--- config.mk ---
export PLATFORM = sky130hd
export DESIGN_NAME = bus_master_bo
export DESIGN_NICKNAME = d
export VERILOG_FILES = /design/src/rtl/bmb_pkg.sv /design/src/rtl/bmb_bo_sampler.sv /design/src/rtl/bmb_req_hold.sv /design/src/rtl/bmb_seq.sv /design/src/rtl/bus_master_bo.sv
export SDC_FILE = /design/constraint.sdc
export NUM_CORES = 1
export LEC_CHECK = 0
export CORE_UTILIZATION = 36
export DETAILED_ROUTE_END_ITERATION = 7
export GPL_TIMING_DRIVEN = 0
export PLACE_DENSITY = 0.87
export SLEW_MARGIN = 15
export SYNTH_ARGS = -nofsm -noshare
export SYNTH_HDL_FRONTEND = slang
export SYNTH_HIERARCHICAL = 1
export SYNTH_SLANG_ARGS = --single-unit
--- constraint.sdc ---
create_clock -name clk -period 1.9 [get_ports clk]
set_input_delay 0.19 -clock clk [delete_from_list [all_inputs] [get_ports clk]]
set_output_delay 0.19 -clock clk [all_outputs]
set_load 0.005 [all_outputs]
--- src/rtl/bmb_pkg.sv ---
package bmb_pkg;
  typedef enum logic [1:0] {
    PH_IDLE = 2'd0,
    PH_ADDR = 2'd1,
    PH_DATA = 2'd2
  } phase_e;

  // Backoff decision for this edge: a frozen sample under stop-clock,
  // otherwise the raw input masked by hold-acknowledge.
  function automatic logic bo_effective(input logic held, input logic raw,
                                        input logic hlda, input logic stopc);
    return stopc ? held : (raw & ~hlda);
  endfunction

  // Phase advance when no backoff is in force.
  function automatic phase_e phase_step(input phase_e cur, input logic work,
                                        input logic rdy);
    phase_e nx;
    case (cur)
      PH_IDLE: nx = work ? PH_ADDR : PH_IDLE;
      PH_ADDR: nx = PH_DATA;
      PH_DATA: nx = rdy ? PH_IDLE : PH_DATA;
      default: nx = PH_IDLE;
    endcase
    return nx;
  endfunction
endpackage

--- src/rtl/bmb_bo_sampler.sv ---
module bmb_bo_sampler
  import bmb_pkg::*;
(
  input  logic clk,
  input  logic rst_n,
  input  logic bus_backoff,
  input  logic bus_hlda,
  input  logic stop_clk,
  output logic bo_now,
  output logic bo_float
);
  assign bo_now = bo_effective(bo_float, bus_backoff, bus_hlda, stop_clk);

  always_ff @(posedge clk or negedge rst_n) begin
    if (!rst_n) bo_float <= 1'b0;
    else        bo_float <= bo_now;
  end

  // under stop-clock the held sample must not move
  assert_stop_hold_R7: assert property (@(posedge clk) disable iff (!rst_n)
    stop_clk |=> $stable(bo_float));
endmodule

--- src/rtl/bmb_req_hold.sv ---
module bmb_req_hold #(
  parameter int AW = 16,
  parameter int DW = 32
) (
  input  logic          clk,
  input  logic          rst_n,
  input  logic          capture,
  input  logic          clear,
  input  logic [AW-1:0] in_addr,
  input  logic [DW-1:0] in_wdata,
  input  logic          in_write,
  output logic          valid,
  output logic [AW-1:0] lat_addr,
  output logic [DW-1:0] lat_wdata,
  output logic          lat_write
);
  always_ff @(posedge clk or negedge rst_n) begin
    if (!rst_n) begin
      valid     <= 1'b0;
      lat_addr  <= '0;
      lat_wdata <= '0;
      lat_write <= 1'b0;
    end else if (clear) begin
      valid <= 1'b0;
    end else if (capture) begin
      valid     <= 1'b1;
      lat_addr  <= in_addr;
      lat_wdata <= in_wdata;
      lat_write <= in_write;
    end
  end

  // an outstanding request keeps its fields until it completes
  assert_fields_kept_R4: assert property (@(posedge clk) disable iff (!rst_n)
    (valid && !clear) |=> ($stable(lat_addr) && $stable(lat_wdata) && $stable(lat_write)));

  assert_no_double_R9: assert property (@(posedge clk) disable iff (!rst_n)
    !(capture && clear));
endmodule

--- src/rtl/bmb_seq.sv ---
module bmb_seq
  import bmb_pkg::*;
#(
  parameter int DW = 32
) (
  input  logic          clk,
  input  logic          rst_n,
  input  logic          bo_now,
  input  logic          req_valid,
  input  logic          req_write,
  input  logic          core_start,
  input  logic          bus_ready,
  input  logic [DW-1:0] bus_din,
  output phase_e        phase,
  output logic          capture,
  output logic          clear,
  output logic          core_done,
  output logic [DW-1:0] core_rdata
);
  phase_e phase_nx;

  assign capture = core_start && !req_valid && (bo_now || phase == PH_IDLE);
  assign clear   = !bo_now && phase == PH_DATA && bus_ready;

  always_comb begin
    if (bo_now) phase_nx = PH_IDLE;
    else        phase_nx = phase_step(phase, req_valid || capture, bus_ready);
  end

  always_ff @(posedge clk or negedge rst_n) begin
    if (!rst_n) begin
      phase      <= PH_IDLE;
      core_done  <= 1'b0;
      core_rdata <= '0;
    end else begin
      phase     <= phase_nx;
      core_done <= clear;
      if (clear && !req_write) core_rdata <= bus_din;
    end
  end

  // backoff during a cycle abandons it with no completion
  assert_abort_R4: assert property (@(posedge clk) disable iff (!rst_n)
    (bo_now && phase != PH_IDLE) |=> (phase == PH_IDLE && !core_done));

  // done is a single-clock pulse
  assert_done_pulse_R2: assert property (@(posedge clk) disable iff (!rst_n)
    core_done |=> !core_done);

  // address phase always moves on to data phase unless backed off
  assert_addr_to_data_R2: assert property (@(posedge clk) disable iff (!rst_n)
    (phase == PH_ADDR && !bo_now) |=> phase == PH_DATA);
endmodule

--- src/rtl/bus_master_bo.sv ---
module bus_master_bo
  import bmb_pkg::*;
#(
  parameter int AW = 16,
  parameter int DW = 32
) (
  input  logic          clk,
  input  logic          rst_n,
  input  logic          core_start,
  input  logic          core_write,
  input  logic [AW-1:0] core_addr,
  input  logic [DW-1:0] core_wdata,
  output logic          core_done,
  output logic [DW-1:0] core_rdata,
  output logic [AW-1:0] bus_addr,
  output logic [DW-1:0] bus_dout,
  input  logic [DW-1:0] bus_din,
  output logic          bus_wr,
  output logic          bus_ads,
  output logic          bus_addr_oe,
  output logic          bus_data_oe,
  output logic          bus_ctl_oe,
  input  logic          bus_ready,
  input  logic          bus_backoff,
  input  logic          bus_hlda,
  input  logic          stop_clk
);
  logic          bo_now, bo_float;
  logic          capture, clear, req_valid, lat_write;
  logic [AW-1:0] lat_addr;
  logic [DW-1:0] lat_wdata;
  phase_e        phase;
  logic          cyc_live;

  bmb_bo_sampler u_smp (
    .clk(clk), .rst_n(rst_n), .bus_backoff(bus_backoff), .bus_hlda(bus_hlda),
    .stop_clk(stop_clk), .bo_now(bo_now), .bo_float(bo_float)
  );

  bmb_req_hold #(.AW(AW), .DW(DW)) u_req (
    .clk(clk), .rst_n(rst_n), .capture(capture), .clear(clear),
    .in_addr(core_addr), .in_wdata(core_wdata), .in_write(core_write),
    .valid(req_valid), .lat_addr(lat_addr), .lat_wdata(lat_wdata),
    .lat_write(lat_write)
  );

  bmb_seq #(.DW(DW)) u_seq (
    .clk(clk), .rst_n(rst_n), .bo_now(bo_now), .req_valid(req_valid),
    .req_write(lat_write), .core_start(core_start), .bus_ready(bus_ready),
    .bus_din(bus_din), .phase(phase), .capture(capture), .clear(clear),
    .core_done(core_done), .core_rdata(core_rdata)
  );

  assign cyc_live    = (phase != PH_IDLE);
  assign bus_ctl_oe  = !bo_float;
  assign bus_addr_oe = !bo_float && cyc_live;
  assign bus_data_oe = !bo_float && cyc_live && lat_write;
  assign bus_ads     = !bo_float && phase == PH_ADDR;
  assign bus_wr      = cyc_live && lat_write;
  assign bus_addr    = lat_addr;
  assign bus_dout    = lat_wdata;

  // effective backoff floats every drive enable at the next clock
  assert_float_all_R3: assert property (@(posedge clk) disable iff (!rst_n)
    (bus_backoff && !bus_hlda && !stop_clk) |=> (!bus_ctl_oe && !bus_addr_oe && !bus_data_oe));

  // ready coinciding with backoff never completes
  assert_ready_ignored_R5: assert property (@(posedge clk) disable iff (!rst_n)
    (bus_backoff && !bus_hlda && !stop_clk && bus_ready) |=> !core_done);

  // hold-acknowledge masks backoff
  assert_hlda_mask_R6: assert property (@(posedge clk) disable iff (!rst_n)
    (bus_hlda && !stop_clk) |=> bus_ctl_oe);

  // under stop-clock the control enable does not change
  assert_stop_clk_R7: assert property (@(posedge clk) disable iff (!rst_n)
    stop_clk |=> $stable(bus_ctl_oe));
endmodule

# Yosys cells after proc, flatten, opt, wreduce, memory -nomap -nowiden
# Cells that the tools add are included.
# Widths: inputs -> output; s select.
[op_classes] n_eq_ne=2 muxes=7 bitwise=3 reduce_logical=19
[op_table] operator="$logic_and 1x1->1" count=9
[op_table] operator="$pmux 2 s3" count=1
[op_table] operator="$logic_not 1->1" count=4
[op_table] operator="$mux 1" count=4
[op_table] operator="$mux 2" count=2
[op_table] operator="$reduce_bool 2->1" count=2
[op_table] operator="$eq 2x1->1 const B" count=1
[op_table] operator="$eq 2x2->1 const B" count=1
[op_table] operator="$logic_not 2->1" count=1
[op_table] operator="$logic_or 1x1->1" count=2
[op_table] operator="$not 1->1" count=2
[op_table] operator="$reduce_and 2->1" count=1
[op_table] operator="$and 1x1->1" count=1
[word_totals] register_bits=86 inputBits=88 output_inout_bits=86 elab_cells=39

# Logic depth before layout (Yosys ltp)
# Gate-level depths: netlist (run 1).
[logic_depth] depth_word=9 mapped_depth=8 ltp_nobuf=6

# Cells and area by module
# The synthesis (run 1) kept the hierarchy.
[by_module_without_submodules] mod="bmb_req_hold" instances=1 cells_per_inst=107 area_per_inst_um2=1915.6 seq_area_each_um2=1251.2
[by_module_without_submodules] mod="bmb_seq" instances=1 cells_per_inst=82 area_per_inst_um2=1345.0 seq_area_each_um2=875.8
[by_module_without_submodules] mod="bmb_bo_sampler" instances=1 cells_per_inst=4 area_per_inst_um2=43.8 seq_area_each_um2=25.0
[by_module_without_submodules] mod="bus_master_bo" instances=1 cells_per_inst=6 area_per_inst_um2=40.0 seq_area_each_um2=0.0

# Least setup slack after synthesis (run 1)
# Ideal clock, no wire load.
[synth_path] kind="register to register" start="register u_smp.bo_float" end="register u_req.lat_addr[10]" setup_ns=0.125 arrival_ns=1.676 required_ns=1.775 path_slack_ns=0.099 path_stages_with_launch=9 n_path_buf=2 period_less_slack_ns=1.801 cell_sequence="dfrtp_1 nand2_1 o21ai_2 nor2_1 nor3b_1 nor2b_4 buf_6 buf_12 mux2_4"
[synth_between] elab_cells_between_ends=8 classes_between="mux: 1; bitwise: 1; reduce/logical: 6"
[synth_lines] item="start: declaration" line_no="bmb_bo_sampler.sv:10" source="output logic bo_float"
[synth_lines] item="start signal: assignment" line_no="bmb_bo_sampler.sv:16" source="else bo_float <= bo_now;"
[synth_lines] item="$mux 1" line_no="bmb_pkg.sv:12" source="return stopc ? held : (raw & ~hlda);"
[synth_lines] item="named net bo_now" line_no="bus_master_bo.sv:28" source="logic bo_now, bo_float;"
[synth_lines] item="$logic_or 1x1->1" line_no="bmb_seq.sv:22" source="assign capture = core_start && !req_valid && (bo_now || phase == PH_IDLE);"
[synth_lines] item="$logic_and 1x1->1" line_no="bmb_seq.sv:22"
[synth_lines] item="named net capture" line_no="bus_master_bo.sv:29" source="logic capture, clear, req_valid, lat_write;"
[synth_lines] item="$reduce_and 2->1 (no source line)"
[synth_lines] item="end signal: assignment" line_no="bmb_req_hold.sv:27" source="lat_addr <= in_addr;"
[synth_lines] item="end: declaration" line_no="bmb_req_hold.sv:13" source="output logic [AW-1:0] lat_addr,"
# The timed path passes the listed nets, and every way through them passes these cells.
# A chain may end at the register's enable or synchronous reset.

# Final worst setup path (run 1)
[layout_path] start="register u_smp.bo_float" end="output bus_ads"
[layout_between] elab_chain_cells=2
[layout_lines] item="$logic_not 1->1" line_no="bus_master_bo.sv:58" source="assign bus_ads = !bo_float && phase == PH_ADDR;"
[layout_lines] item="$logic_and 1x1->1" line_no="bus_master_bo.sv:58"
[layout_lines] item="end: declaration" line_no="bus_master_bo.sv:19" source="output logic bus_ads,"
# Every way passes these cells.

==> results_dict.tcl, run 1 <==
set metrics [dict create \
    status "finished with violations" \
    violations "design-rule violations" \
    routabilityCongestion 0.6574 \
    p_per_area_nw_per_um2 1509 \
    max_slew_margin_pct 67.32 \
    cts_root_buffer "clkbuf_8" \
    postSynthCellCount 199 \
    die-area_sq_um 9680 \
    clk_latency_ns 0.34 \
    wl_mm 8.153 \
    cts_made_buffers 9 \
    die_h_microns 98.39 \
    peakVddDrop_mv 0.7937 \
    critPathMaxStageDelay_ns 0.57 \
    gr-usage-all-layers_pct 17.19 \
    maxCapViolCount 0 \
    port_buffers 173 \
    worst_pin_slew_ns 0.4902 \
    overflow 0 \
    r2r_setup_slack_ns 0.07 \
    drt_first_pass_iters 7 \
    fin_util_pct 63.36 \
    io_pins 174 \
    cts_tree "done" \
    syn_area_per_cell_sq_um 16.81 \
    clk_pin_slew_ns 0.07 \
    clk_path_buf_depth 2 \
    area_growth_pct 67.64 \
    startpoint "u_smp/bo_float" \
    post_dp_cell_area_sq_um 5236 \
    final_common_cell "clkdlybuf4s50_1" \
    antenna_cells 0 \
    worstSetupPathType "register to primary output" \
    antenna_found_initial 0 \
    slowest_stage "clkdlybuf4s50_1" \
    min_period_ns 1.837 \
    tns_ns 0 \
    nets 483 \
    antenna_left 0 \
    finalHoldViolations 0 \
    p_leak_uw 0.002360 \
    min_path_type "primary input to register" \
    clock_skew_ns 0.01378 \
    fillCellCount 699 \
    r2r_end "u_req/lat_addr[3]" \
    worstPathCellList "buf_4, nor3b_1, clkdlybuf4s50_1" \
    ys_seq_area_share_pct 64.35 \
    via_per_inst 4.552 \
    crit_buf_inv 2 \
    grt_pass1_vias 2613 \
    netlist_area_sq_um 3344 \
    drt_iter0_drc 53 \
    drive_above_1_share_pct 31.33 \
    yosys_warnings 6 \
    fmax_mhz 544.3 \
    start_util_pct 37.80 \
    critical_path_arrival_ns 1.65 \
    die_w_microns 98.39 \
    vias 2308 \
    synthDistinctLibCells 21 \
    clock-sinks 86 \
    required_ns 1.71 \
    stdcell_count 507 \
    ys_ff_latch 86 \
    fin_crit_sh_pct 96.69 \
    timing.rr.start "u_smp/bo_float" \
    fin_area_sq_um 5607 \
    htree_levels 3 \
    hpwl_mm 5.990 \
    start_kind "register" \
    rows 34 \
    path_depth 3 \
    final_cell_mix "clkdlybuf4s50_1 (169), dfrtp_1 (83), mux2_2 (69)" \
    dp.cells 481 \
    critPathCapture "bus_ads" \
    reg2regPathDepth 8 \
    grt_pass1_wl_mm 12.81 \
    rsz0062_at_grt "no" \
    setup-violations-final 0 \
    coreArea_sq_um 8848 \
    wl_per_cell_microns 16.08 \
    cp_max_fo 3 \
    grt_start_max_net_pins 51 \
    syn_nets 287 \
    whs_ns 0.1692 \
    drc 11 \
    critPathTopFamily "buffers and inverters" \
    timing.final.max_slew_violations 0 \
    crit_path_end_kind "primary output" \
]
-- sequential cells by signal, indices dropped and copies added (netlist names) --
signal	count
u_req/valid	1
u_seq/core_rdata	32
u_seq/phase	2
u_smp/bo_float	1
u_req/lat_addr	16
u_req/lat_wdata	32
u_seq/core_done	1
u_req/lat_write	1
-- cells in the mapped netlist --
master | number | share of area, %
nor3_1 | 1 | 0.15
nor3b_1 | 3 | 0.67
buf_12 | 1 | 0.60
buf_4 | 3 | 0.67
o21ai_2 | 1 | 0.26
nor4_1 | 1 | 0.19
nor2b_1 | 1 | 0.19
nor2_1 | 7 | 0.79
buf_6 | 4 | 1.3
nor4_4 | 1 | 0.64
inv_1 | 2 | 0.22
nor2b_4 | 1 | 0.41
dfrtp_1 | 86 | 64
nand2b_1 | 1 | 0.19
nand2_1 | 2 | 0.22
mux2_4 | 10 | 4.5
nor2_2 | 1 | 0.19
mux2_1 | 2 | 0.67
a21oi_1 | 1 | 0.15
mux2_2 | 69 | 23
nor3b_2 | 1 | 0.37
-- routing by layer --
metal | GRT usage (%) | vias to the layer above | part of all wire (%)
met2 | 30.55 | 106 | 50
met5 | 0 | - | 0
met1 | 18.87 | 1110 | 39
met3 | 7.230 | 9 | 9.2
met4 | 4.592 | 0 | 1.2
li1 | - | 1083 | -
-- power breakdown --
group          total [uW]  switching, uW  leakage [uW]  internal, uW
Clock                1340            609     0.0000994           733
Combinational        3850           1090       0.00123          2760
Sequential           3270            525       0.00103          2750
-- what timing repair did --
item / in CTS / in global routing
setup buffers: 4 / 5
endpoints found under the hold margin: 36 / 0
setup endpoints to repair: 53 / 81
cloned: 0 / 1
resized for setup: 6 / 8
hold buffers: 1 / 0
pin swaps: 1 / 5
-- per-stage QoR --
step	total power (uW)	setup WS (ns)
after floorplan	4672	0.09938
after global placement	6865	-2.353
after detailed placement	7035	-0.4860
after CTS	8497	0.005233
after global routing	8979	0.002271
final	8459	0.06281
-- how the worst min path moves through the flow --
stage | from | endpoint | slack (ns) | cells past startpoint
floorplan | rst_n | u_req/lat_addr[0] | -0.11 | 0
global placement | u_seq/core_rdata[15] | u_seq/core_rdata[15] | 0.47 | 1
detailed placement | rst_n | u_req/lat_addr[3] | 0.19 | 1
CTS | rst_n | u_req/lat_addr[3] | 0.36 | 2
global route | stop_clk | u_smp/bo_float | 0.17 | 2
finish | stop_clk | u_smp/bo_float | 0.17 | 2
-- cell type report --
type / instances / area [sq um] / share of cell area (%)
buffer: 8 / 91.34 / 1.629
clock buffer: 11 / 131.4 / 2.343
clock inverter: 4 / 72.57 / 1.294
inverter: 2 / 7.507 / 0.1339
multi-input combinational: 103 / 1134 / 20.22
sequential: 86 / 2156 / 38.45
tap: 108 / 135.1 / 2.410
timing repair buffer: 185 / 1879 / 33.52
-- kinds of logic (layout without fill, tap and decap cells) --
| group | Yosys count | in the layout | share of synthesized area (%) |
|---|---|---|---|
| flip-flops | 86 | 86 | 64.35 |
| multiplexers | 81 | 81 | 28.40 |
| AND/OR/NAND/NOR | 20 | 20 | 4.003 |
| AO/OA/AOI/OAI | 2 | 2 | 0.4114 |
| buffers and inverters | 10 | 210 | 2.843 |
Power figures use the tool's default switching activity.
==> run 2, diff against run 1 <==
- PLACE_DENSITY: 0.87 -> 0.75
==> results_dict.tcl, run 2 (synthesized netlist as in run 1, its figures left out) <==
set metrics [dict create \
    status "finished with violations" \
    violations "design-rule violations" \
    fmax_mhz 542.5 \
    port_buffers 173 \
    min_path_type "primary input to asynchronous set/reset pin" \
    fin_util_pct 62.40 \
    antenna_cells 0 \
    hpwl_mm 5.527 \
    drt_first_pass_iters 5 \
    reg_top3 "u_req/lat_wdata (32), u_seq/core_rdata (32), u_req/lat_addr (16)" \
    worst_pin_slew_ns 0.5564 \
    required_ns 2.13 \
    dp.cells 481 \
    clk_path_buf_depth 2 \
    min_period_ns 1.843 \
    p_per_area_nw_per_um2 1483 \
    clock_skew_ns 0.009208 \
    cts_made_buffers 9 \
    wl_mm 7.572 \
    clk_latency_ns 0.34 \
    via_per_inst 4.579 \
    grt_pass1_vias 2511 \
    worstSetupPathType "primary input to register" \
    overflow 0 \
    final_common_cell "clkdlybuf4s50_1" \
    routabilityCongestion 0.6944 \
    drc 12 \
    max_slew_margin_pct 62.91 \
    crit_path_end_kind "register" \
    die-area_sq_um 9680 \
    critical_path_arrival_ns 2.08 \
    fin_area_sq_um 5522 \
    antenna_found_initial 0 \
    r2r_setup_slack_ns 0.07 \
    clk_pin_slew_ns 0.08 \
    cts_tree "done" \
    wl_met1_mm 3.045 \
    htree_levels 3 \
    whs_ns 0.3753 \
    die_w_microns 98.39 \
    die_h_microns 98.39 \
    final_cell_mix "clkdlybuf4s50_1 (171), dfrtp_1 (85), mux2_2 (69)" \
    fin_crit_sh_pct 97.02 \
    grt_pass1_wl_mm 12.32 \
    gr-usage-all-layers_pct 16.42 \
    setup-violations-final 0 \
    topRoutingLayerUsed "met4" \
    cts_root_buffer "clkbuf_8" \
    p_leak_uw 0.002318 \
    met3_length_microns 693 \
    dr_wl_met2_mm 3.744 \
    drive_above_1_share_pct 30.05 \
    rows 34 \
    timing.final.max_slew_violations 0 \
    coreArea_sq_um 8848 \
    finalHoldViolations 0 \
    nets 481 \
    area_growth_pct 65.10 \
    io_pins 174 \
    start_util_pct 37.80 \
    clock-sinks 86 \
    post_dp_cell_area_sq_um 5236 \
    wl_per_cell_microns 15.02 \
    maxCapViolCount 0 \
    grt_start_max_net_pins 46 \
    start_kind "primary input" \
    cp_max_fo 10 \
    antenna_left 0 \
    vias 2308 \
    peakVddDrop_mv 0.7095 \
    stdcell_count 504 \
    drt_iter0_drc 49 \
]
==> run 2: changes by cell type in the layout (fill, tap and decap cells not counted), moves of 2 or more <==
| cell | before | now |
|---|---|---|
| clkdlybuf4s50_1 | 169 | 171 |
| dfrtp_1 | 83 | 85 |
| dfrtp_2 | 3 | 1 |
| dlymetal6s2s_1 | 3 | 1 |
==> run 2: layout make-up <==
type / instances / area (sq um)
Buffer: 8 / 91.34
Clock buffer: 12 / 135.1
Clock inverter: 2 / 35.03
Fill cell: 699 / 3327
Inverter: 2 / 7.507
Multi-Input combinational cell: 103 / 1122
Sequential cell: 86 / 2153
Tap cell: 108 / 135.1
Timing Repair Buffer: 183 / 1842
==> run 2: worst paths after layout <==
kind                                            from  depth (start not counted)              endpoint
min in group clk                         bus_din[21]                          2  u_seq/core_rdata[21]
worst max register to register        u_seq/phase[0]                          7     u_req/lat_addr[2]
worst max-delay path                        bus_hlda                          9     u_req/lat_addr[2]
worst min-delay path                           rst_n                          2     u_req/lat_addr[7]
max in group asynchronous                      rst_n                          3        u_seq/phase[0]
worst min register to register  u_seq/core_rdata[21]                          1  u_seq/core_rdata[21]
==> run 2: power by group <==
group          internal [uW]  switching [uW]  leakage, uW
Sequential              2740             493      0.00103
Combinational           2710            1050      0.00120
Clock                    594             596    0.0000863
==> run 2: routing by layer <==
layer,track usage [%],vias to the layer above
met5,0,-
met4,6.200,0
met3,5.870,10
met2,27.57,101
met1,19.33,1113
li1,-,1084
==> run 2: critical path, cell delays in order <==
cell	delay, ns
clkdlybuf4s50_1	0.39
nand2b_1	0.17
o21ai_4	0.19
nor2_2	0.08
nor3b_2	0.22
nor2b_4	0.25
buf_8	0.15
buf_12	0.14
mux2_4	0.30
==> run 2: timing repair <==
action,4_1_cts,5_1_grt
buffers inserted,3,5
gates resized for setup,2,7
pin swaps,2,3
hold buffers,1,0
endpoints found under the hold margin,41,0
setup endpoints to repair,49,14
==> run 2: metrics by stage <==
stage | setup TNS (ns) | setup slack [ns] | total power (uW)
3_3_place_gp | -241.04 | -2.495 | 6881
4_1_cts | 0 | 0.03116 | 8222
2_1_floorplan | 0 | 0.09938 | 4672
3_5_place_dp | -28.56 | -0.5353 | 6979
6_report | 0 | 0.05653 | 8188
5_1_grt | -0.01289 | -0.004164 | 8710
